### src/rtl/te_pacer_pkg.sv
package te_pacer_pkg;

    // Origin of the frame sync event
    typedef enum logic {
        SRC_TIMER = 1'b0,
        SRC_PIN   = 1'b1
    } vs_src_e;

endpackage

### src/rtl/te_sync_edge.sv
// Resynchronises an asynchronous level and reports its rising edge.
module te_sync_edge #(
    parameter int STAGES = 2
) (
    input  logic clk,
    input  logic rst_n,
    input  logic async_in,
    output logic rise
);
    localparam int DEPTH = STAGES + 1;

    logic [DEPTH-1:0] sh_d, sh_q;

    always_comb begin
        sh_d[0] = async_in;
        for (int i = 1; i < DEPTH; i++) begin
            sh_d[i] = sh_q[i-1];
        end
    end

    always_ff @(posedge clk or negedge rst_n) begin
        if (!rst_n) sh_q <= '0;
        else        sh_q <= sh_d;
    end

    assign rise = sh_q[STAGES-1] & ~sh_q[STAGES];
endmodule

### src/rtl/te_vsync_src.sv
// Picks the sync event from an internal period timer or the pin edge.
module te_vsync_src
    import te_pacer_pkg::*;
#(
    parameter int PER_W = 24
) (
    input  logic             clk,
    input  logic             rst_n,
    input  logic             en,
    input  logic             ext_mode,
    input  logic [PER_W-1:0] cfg_period,
    input  logic             pin_rise,
    output logic             vs_evt
);
    vs_src_e          src;
    logic [PER_W-1:0] per_d, per_q;
    logic             tmr_hit;

    always_comb begin
        src     = vs_src_e'(ext_mode);
        tmr_hit = (per_q >= cfg_period);
        if (!en || src == SRC_PIN)  per_d = '0;
        else if (tmr_hit)           per_d = '0;
        else                        per_d = per_q + PER_W'(1);
        if (!en)                    vs_evt = 1'b0;
        else if (src == SRC_PIN)    vs_evt = pin_rise;
        else                        vs_evt = tmr_hit;
    end

    always_ff @(posedge clk or negedge rst_n) begin
        if (!rst_n) per_q <= '0;
        else        per_q <= per_d;
    end
endmodule

### src/rtl/te_line_tracker.sv
// Read-line counter: steps every N clocks, wraps, reloads on sync.
module te_line_tracker #(
    parameter int LINE_W = 12,
    parameter int CLK_W  = 16
) (
    input  logic              clk,
    input  logic              rst_n,
    input  logic              en,
    input  logic              vs_evt,
    input  logic [CLK_W-1:0]  cfg_line_clks,
    input  logic [LINE_W-1:0] cfg_last_line,
    input  logic [LINE_W-1:0] cfg_load_line,
    input  logic [LINE_W-1:0] cfg_irq_line,
    output logic [LINE_W-1:0] line_q_o,
    output logic [LINE_W-1:0] line_nxt_o,
    output logic              irq_o,
    output logic              vs_o
);
    typedef struct packed {
        logic [CLK_W-1:0]  cnt;
        logic [LINE_W-1:0] line;
        logic              irq;
        logic              vs;
    } trk_t;

    trk_t             st_d, st_q;
    logic [CLK_W-1:0] last_clk;
    logic             upd;

    always_comb begin
        last_clk = (cfg_line_clks == '0) ? '0 : cfg_line_clks - CLK_W'(1);
        st_d     = st_q;
        upd      = 1'b0;
        if (!en) begin
            st_d = '0;
        end else begin
            if (vs_evt) begin
                st_d.line = cfg_load_line;
                st_d.cnt  = '0;
                upd       = 1'b1;
            end else if (st_q.cnt >= last_clk) begin
                st_d.cnt  = '0;
                st_d.line = (st_q.line >= cfg_last_line) ? '0
                                                         : st_q.line + LINE_W'(1);
                upd       = 1'b1;
            end else begin
                st_d.cnt  = st_q.cnt + CLK_W'(1);
            end
            st_d.irq = upd && (st_d.line == cfg_irq_line);
            st_d.vs  = vs_evt;
        end
    end

    always_ff @(posedge clk or negedge rst_n) begin
        if (!rst_n) st_q <= '0;
        else        st_q <= st_d;
    end

    assign line_q_o   = st_q.line;
    assign line_nxt_o = st_d.line;
    assign irq_o      = st_q.irq;
    assign vs_o       = st_q.vs;
endmodule

### src/rtl/te_write_gate.sv
// Start window, continue margin and per-frame stall tracking.
module te_write_gate #(
    parameter int LINE_W = 12
) (
    input  logic              clk,
    input  logic              rst_n,
    input  logic              en,
    input  logic              vs_evt,
    input  logic [LINE_W-1:0] rd_nxt,
    input  logic [LINE_W-1:0] wr_line,
    input  logic              wr_active,
    input  logic [LINE_W-1:0] cfg_start_pos,
    input  logic [LINE_W-1:0] cfg_start_win,
    input  logic [LINE_W-1:0] cfg_keep_ahead,
    output logic              start_ok_o,
    output logic              cont_ok_o,
    output logic              stall_o,
    output logic              viol_o,
    output logic [LINE_W-1:0] wr_line_o
);
    localparam int XW = LINE_W + 1;

    typedef struct packed {
        logic              start_ok;
        logic              cont_ok;
        logic              stall;
        logic              viol;
        logic [LINE_W-1:0] wr_line;
    } gate_t;

    gate_t          st_d, st_q;
    logic [XW-1:0]  rd_x, win_lo, win_hi, need;
    logic           stall_now;

    always_comb begin
        rd_x   = {1'b0, rd_nxt};
        win_lo = {1'b0, cfg_start_pos};
        win_hi = win_lo + {1'b0, cfg_start_win};
        need   = rd_x + {1'b0, cfg_keep_ahead};

        st_d          = '0;
        stall_now     = 1'b0;
        if (en) begin
            st_d.start_ok = (rd_x >= win_lo) && (rd_x < win_hi);
            st_d.cont_ok  = ({1'b0, wr_line} >= need);
            stall_now     = wr_active && !st_d.cont_ok && (vs_evt || !st_q.viol);
            st_d.stall    = stall_now;
            st_d.viol     = vs_evt ? stall_now : (st_q.viol | stall_now);
            st_d.wr_line  = wr_line;
        end
    end

    always_ff @(posedge clk or negedge rst_n) begin
        if (!rst_n) st_q <= '0;
        else        st_q <= st_d;
    end

    assign start_ok_o = st_q.start_ok;
    assign cont_ok_o  = st_q.cont_ok;
    assign stall_o    = st_q.stall;
    assign viol_o     = st_q.viol;
    assign wr_line_o  = st_q.wr_line;
endmodule

### src/rtl/te_scan_pacer.sv
// Top: command-mode tear-check pacer.
module te_scan_pacer #(
    parameter int LINE_W      = 12,
    parameter int CLK_W       = 16,
    parameter int PER_W       = 24,
    parameter int CNT_W       = 16,
    parameter int SYNC_STAGES = 2
) (
    input  logic              clk,
    input  logic              rst_n,
    input  logic              en,
    input  logic              cfg_ext_sync,
    input  logic [CLK_W-1:0]  cfg_line_clks,
    input  logic [PER_W-1:0]  cfg_frame_clks,
    input  logic [LINE_W-1:0] cfg_last_line,
    input  logic [LINE_W-1:0] cfg_load_line,
    input  logic [LINE_W-1:0] cfg_irq_line,
    input  logic [LINE_W-1:0] cfg_start_pos,
    input  logic [LINE_W-1:0] cfg_start_win,
    input  logic [LINE_W-1:0] cfg_keep_ahead,
    input  logic              ext_vsync_in,
    input  logic [LINE_W-1:0] wr_line,
    input  logic              wr_active,
    input  logic              wr_frame_done,
    output logic [LINE_W-1:0] rd_line,
    output logic              vsync_pulse,
    output logic              rd_irq,
    output logic              start_ok,
    output logic              cont_ok,
    output logic              stall_err,
    output logic [LINE_W-1:0] wr_line_seen,
    output logic [CNT_W-1:0]  frames_sent,
    output logic [CNT_W-1:0]  frames_read
);
    typedef struct packed {
        logic [CNT_W-1:0] sent;
        logic [CNT_W-1:0] read;
    } cnt_t;

    logic              pin_rise;
    logic              vs_evt;
    logic [LINE_W-1:0] rd_nxt;
    logic              frame_viol;
    cnt_t              cnt_d, cnt_q;

    te_sync_edge #(.STAGES(SYNC_STAGES)) u_sync (
        .clk      (clk),
        .rst_n    (rst_n),
        .async_in (ext_vsync_in),
        .rise     (pin_rise)
    );

    te_vsync_src #(.PER_W(PER_W)) u_vsrc (
        .clk        (clk),
        .rst_n      (rst_n),
        .en         (en),
        .ext_mode   (cfg_ext_sync),
        .cfg_period (cfg_frame_clks),
        .pin_rise   (pin_rise),
        .vs_evt     (vs_evt)
    );

    te_line_tracker #(.LINE_W(LINE_W), .CLK_W(CLK_W)) u_trk (
        .clk           (clk),
        .rst_n         (rst_n),
        .en            (en),
        .vs_evt        (vs_evt),
        .cfg_line_clks (cfg_line_clks),
        .cfg_last_line (cfg_last_line),
        .cfg_load_line (cfg_load_line),
        .cfg_irq_line  (cfg_irq_line),
        .line_q_o      (rd_line),
        .line_nxt_o    (rd_nxt),
        .irq_o         (rd_irq),
        .vs_o          (vsync_pulse)
    );

    te_write_gate #(.LINE_W(LINE_W)) u_gate (
        .clk            (clk),
        .rst_n          (rst_n),
        .en             (en),
        .vs_evt         (vs_evt),
        .rd_nxt         (rd_nxt),
        .wr_line        (wr_line),
        .wr_active      (wr_active),
        .cfg_start_pos  (cfg_start_pos),
        .cfg_start_win  (cfg_start_win),
        .cfg_keep_ahead (cfg_keep_ahead),
        .start_ok_o     (start_ok),
        .cont_ok_o      (cont_ok),
        .stall_o        (stall_err),
        .viol_o         (frame_viol),
        .wr_line_o      (wr_line_seen)
    );

    // Frame counters; a frame with a stall is not counted as sent
    always_comb begin
        cnt_d = cnt_q;
        if (!en) begin
            cnt_d = '0;
        end else begin
            if (vs_evt && !frame_viol) cnt_d.sent = cnt_q.sent + CNT_W'(1);
            if (wr_frame_done)         cnt_d.read = cnt_q.read + CNT_W'(1);
        end
    end

    always_ff @(posedge clk or negedge rst_n) begin
        if (!rst_n) cnt_q <= '0;
        else        cnt_q <= cnt_d;
    end

    assign frames_sent = cnt_q.sent;
    assign frames_read = cnt_q.read;
endmodule

### config.mk
export PLATFORM = sky130hd
export DESIGN_NAME = te_scan_pacer
export DESIGN_NICKNAME = d
export VERILOG_FILES = /design/src/rtl/te_pacer_pkg.sv /design/src/rtl/te_sync_edge.sv /design/src/rtl/te_vsync_src.sv /design/src/rtl/te_line_tracker.sv /design/src/rtl/te_write_gate.sv /design/src/rtl/te_scan_pacer.sv
export SDC_FILE = /design/constraint.sdc
export NUM_CORES = 1
export LEC_CHECK = 0
export BUFFER_PORTS_ARGS = -buffer_cell sky130_fd_sc_hd__buf_2
export CAP_MARGIN = 10
export CORE_UTILIZATION = 51
export CTS_BUF_LIST = sky130_fd_sc_hd__clkbuf_16
export DETAILED_ROUTE_END_ITERATION = 10
export PLACE_DENSITY_LB_ADDON = 0.08
export SYNTH_ARGS = -nofsm -noshare
export SYNTH_HDL_FRONTEND = slang
export SYNTH_HIERARCHICAL = 1
export SYNTH_SLANG_ARGS = --single-unit
### constraint.sdc
create_clock -name clk -period 6.2 [get_ports clk]
set_clock_uncertainty 0.15 [all_clocks]
set_input_delay 0.93 -clock clk [delete_from_list [all_inputs] [get_ports clk]]
set_output_delay 0.93 -clock clk [all_outputs]
set_load 0.1 [all_outputs]
* Word-level counts from Yosys, hierarchy flattened *
Index checks and enable logic that the tools add are counted.

word-level totals
  output and inout bits = 61
  flip-flop bits (word level) = 105
  bits of input ports = 131

cells by class
  $lt $le $gt $ge = 6
  mux-type cells = 19
  bitwise gates (word level) = 3
  eq/ne operators = 3
  add/subtract/negate cells = 8
  reductions and logical operators = 11

operator list
  kind                                                count
  two-way mux 16 bit                                  5
  two-way mux 28 bit                                  2
  adder 16 x 1 -> 16 bit, second input constant       3
  two-way mux 24 bit                                  2
  two-way mux 32 bit                                  1
  two-way mux 30 bit                                  1
  adder 12 x 12 -> 13 bit                             2
  adder 24 x 1 -> 24 bit, second input constant       1
  >= comparator 12 bit                                2
  >= comparator 24 bit                                1
  two-way mux 12 bit                                  2
  >= comparator 16 bit                                1
  zero test 16 bit                                    1
  subtractor 16 x 1 -> 16 bit, second input constant  1
  >= comparator 12 x 13 -> 1 bit                      1
  less-than comparator 12 x 13 -> 1 bit               1
  adder 12 x 1 -> 12 bit, second input constant       1
  == test 12 bit                                      1
  two-way mux 1 bit                                   6
  logical AND 1 bit                                   5
  != test 2 x 1 -> 1 bit, second input constant       2
  zero test 1 bit                                     3
  logical OR 1 bit                                    2
  bitwise AND 1 bit                                   1
  2 further kinds                                     2

* Depth between registers and ports, before layout *
  depth in word-level cells = 17
  gate-level depth with buffers = 32
  mapped depth without buffers = 29

* Modules after synthesis *
Netlist, hierarchy kept.

modules (own cells, without submodules)
  module           cells each  area an instance (µm²)  instances
  te_line_tracker  420         3268.1                  1
  te_write_gate    282         2419.8                  1
  te_vsync_src     207         2060.7                  1
  te_scan_pacer    159         1609.0                  1
  te_sync_edge     4           88.8                    1

* Least setup slack after synthesis *
Ideal clock, no wire load.

  kind = input -> register
  start = in cfg_line_clks[13]
  end = reg u_gate.st_q, in the netlist u_gate/stall_o
  arrival time = 6579 ps
  cell stages on the path = 29
  setup slack = -632 ps
  buffers on the path = 2
  cell sequence = or4_1 > nor4b_1 > nand3_1 > clkbuf_1 > nand2_1 > ha_1 > nand4_1 > or3_4 > a2111oi_4 > nor3_2 > nor2_1 > a211o_1 > o21ai_0 > nor2_1 > buf_4 > ha_1 > inv_1 > fa_1 > nor2b_1 > o2111ai_1 > nand2_1 > a211oi_1 > xor2_1 > ha_1 > a21oi_1 > nor2b_1 > a2111oi_1 > a2111oi_2 > a221oi_1

RTL lines
  what                  line                 source
  start, declared       te_scan_pacer.sv:13  input logic [CLK_W-1:0] cfg_line_clks,
  end signal, assigned  te_write_gate.sv:55  else st_q <= st_d;
  end, declared         te_write_gate.sv:31  gate_t st_d, st_q;

==> impl_results.md <==
- Gate Count Post-Synth: around 1100
- Failing checks: design-rule violations, negative setup slack
- WP data arrival: roughly 6600 ps
- Critical Path RT: ~6300 ps
- Yosys top cell area share: 0.278
- Clk Latency, worst-skew pair: between 300 and 400 ps
- Fmax: 155 MHz
- Critical path class: in2reg
- P_leak: 5.76 nW
- Non-Filler Instances: approximately 1600
- Initial antenna violation count: 0
- Flop2flop setup slack: ~520 ps
- DRT Wirelength: roughly 25000 um
- Chip width: 138 um
- Worst setup margin: -265 ps
- Top Ports: 192
- HP Start: u_sync/sh_q[0]
- Post-Syn Nets: 1323
- Synth top area cells: dfrtp_1 (28%), ha_1 (16%), xnor2_1 (5.0%)
- Clk pwr share: 0.300
- Vias: 8756
- Slowest CP cell: or3_4
- Hold_buf cts: 0
- Num CTS Buffers: 9
- Startpoint types: input port
- Synth Warn #: 6
- Distinct cell type count after synthesis: 80
- Post-synthesis sequential area ratio: 0.278
- RD Place Congestion: approximately 0.92
- Global Route Usage Sum: 0.259
- Final Hold Viols: 0
- Power Density: ~170 nW/um2
- Max_cap viols: 0
- Final period util: 1.04
- Largest net degree at the start of global routing: 63
- Synth area leader: dfrtp_1
- DRT iter0 DRCs: ~540
- Layout cells sized above 1: 0.315
- Sw Share: 0.364
- Syn Area/Cell: about 8.8 um2
- Critical path peak fanout: 5
- Worst-Margin Slew: 1200 ps
- Dpl cells: between 1500 and 2000
- Post-synth top flop: dfrtp_1
- Global route overflow: 0
- Status: finished with violations
- Wire per inst: roughly 16 um
- Via/cell ratio: 5.61
- Critical Path End Type: flop
- CTS tree: yes
- Tmin final: 6460 ps
- Net count, final: between 1500 and 2000
- Vias in the first global route: just over 8000
- Dpl hpwl: around 19000 um
- Sw power: 0.000715 W
- Core area: 18100 um2
- Die area: between 15000 and 20000 um2
- Worst VDD drop: 0.128 mV
- Starting density of the core: 0.522
- Internal: ~0.0012 W
- Crit. Startpoint: cfg_line_clks[5]
- Sink Count: around 110
- Seq cells post-synth: approximately 110
- Final setup fails: 3
- Cell Area, Synth: roughly 9400 um2
- Ant diodes: 0
- Post-synth EDFFs: 0
- HP Class: reg2reg
- Die Ht: about 140 um
- Clk pin slew, worst setup/hold paths: 70 ps
- Fillers: roughly 1500
- Part of the power in registers: 0.369
- Root buffer cell: clkbuf_16
- Port buffer count: ~190
- Combinational share of power: 0.331
- First-pass GRT wire length: roughly 40000 um
- Worst slew margin: 0.199
- Pre-Repair DR Iteration Count: 9
- RSZ-0062 raised after global routing: yes
- Async S/R FF share, synth: 1.00
- Slew Limit Fails: 0
- Max stage delay on crit path: around 450 ps
- DRT antenna net count: 0
- Remaining DRCs: 22
- Synthesis-to-finish area growth: 25.7%
- H-Tree Depth: 3
- FF-to-FF Start: u_vsrc/per_q[19]
- Clock tree buffer depth: 2
- FP Rows: 49
- Final TNS setup: -717 ps
[cells in the mapped netlist (4+ instances only)]
cell type / number
inv_1: 79
o21ai_1: 9
nand3_1: 37
o221ai_1: 4
nor4_2: 24
buf_2: 7
buf_4: 27
a21o_1: 11
nor2_1: 92
clkbuf_1: 15
o21a_1: 5
xnor2_1: 54
o21ai_0: 38
o211ai_1: 8
o2111ai_1: 5
nor2_2: 4
a211o_1: 4
nand2b_1: 8
nand4_2: 5
nand2_1: 89
a31oi_1: 7
xor2_1: 49
o21bai_1: 4
a21oi_1: 60
and4_1: 6
nand3b_1: 4
mux2i_1: 4
and3_1: 14
a211oi_1: 5
ha_1: 118
dfrtp_1: 105
nand4_1: 22
nor3_1: 26
or3_1: 7
nor2b_1: 9
and2_1: 17
nor4_1: 18
[state kept, by name, summed over array words and instances (netlist names)]
name and flops:
u_vsrc/per_q 24, frames_read 16, frames_sent 16, u_trk/st_q 16
u_gate/wr_line_o 12, u_trk/line_q_o 12, u_sync/sh_q 3, u_gate/cont_ok_o 1
u_gate/stall_o 1, u_gate/start_ok_o 1, u_gate/viol_o 1, u_trk/irq_o 1
u_trk/vs_o 1
[critical path, delay by kind of cell]
family | cells | cell delay [ps]
and+or+nand+nor | 13 | 2330
AOI/OAI and AO/OA | 7 | 1500
muxes | 1 | 100
xor gates and xnor gates | 2 | 340
adders and majority gates | 3 | 920
buffers and inverters | 4 | 460
[final timing paths]
check,end,cells after the start
max,u_gate/cont_ok_o,30
min,u_sync/sh_q[1],0
max reg2reg,u_gate/cont_ok_o,23
min reg2reg,u_sync/sh_q[1],0
max in group asynchronous,u_trk/line_q_o[0],2
min in group asynchronous,u_vsrc/per_q[12],1
[logic make-up (layout without fill, tap and decap cells)]
logic type | count (synthesis) | after routing | synth area share
simple gates | 402 | 402 | 0.243
flops | 105 | 105 | 0.278
compound gates | 207 | 207 | 0.153
buf+inv | 131 | 392 | 0.0653
mux | 4 | 4 | 0.00424
fa+ha+maj | 120 | 120 | 0.161
xor+xnor | 103 | 103 | 0.0955
[power by group through the flow]
| stage | clock (W) | combinational, W | sequential, W |
|---|---|---|---|
| 6_report | 0.000589 | 0.000648 | 0.000724 |
| 5_1_grt | 0.000625 | 0.000709 | 0.000727 |
| 4_1_cts | 0.000604 | 0.000631 | 0.000724 |
| 3_5_place_dp | 0 | 0.000604 | 0.000737 |
| 3_3_place_gp | 0 | 0.000597 | 0.000737 |
| 2_1_floorplan | 0 | 0.000353 | 0.000794 |
[final cells by class]
class	count	area, um2	share of cell area
multi-input cells	836	6580	0.554
flip-flops and latches	105	2630	0.221
repair buffers	296	1780	0.149
inverters	80	300	0.0253
well taps	229	287	0.0241
clock buffers	9	225	0.0190
clock inverters	7	77.6	0.00653
[through the flow]
stage                     power [W]  hold WS (ps)  setup WS [ps]   util  area (um2)
after CTS                   0.00196           205           -165  0.648       11700
after global routing        0.00206           219           -567  0.657       11900
after floorplan             0.00115           181           -316      -        9620
final                       0.00196           201           -265  0.657       11900
after global placement      0.00133           185           -628  0.620       11200
after detailed placement    0.00134           189           -739  0.620       11200
[cells in the final DEF (no fill, tap or decap), types with 6 or more instances in the layout]
master,synthesis,final
nor3_1,26,23
nor4_2,24,24
ha_1,118,110
buf_2,7,188
buf_4,27,104
nand2_1,89,85
clkbuf_16,0,9
dfrtp_1,105,105
a21o_1,11,11
nor4_1,18,16
o21ai_0,38,32
xor2_1,49,48
nand4_1,22,22
nand2b_1,8,8
and4_1,6,6
ha_4,0,6
o21ai_1,9,14
xnor2_1,54,53
inv_1,79,78
and2_1,17,17
a21oi_1,60,57
o211ai_1,8,8
or3_1,7,6
nand3_1,37,35
nor2_1,92,89
nor2b_1,9,6
and3_1,14,14
nor2_2,4,6
[per-layer routing]
metal,global-route usage,part of all wire
met5,0,0
met4,0.0662,0.013
met3,0.0319,0.050
met2,0.433,0.48
met1,0.354,0.46
[repair_timing]
action / CTS / global route
endpoints found under the setup margin: 3 / 3
gates resized for setup: 21 / 25
pin swaps: 18 / 14
setup buffers: 11 / 4
Power figures use the tool's default switching activity.
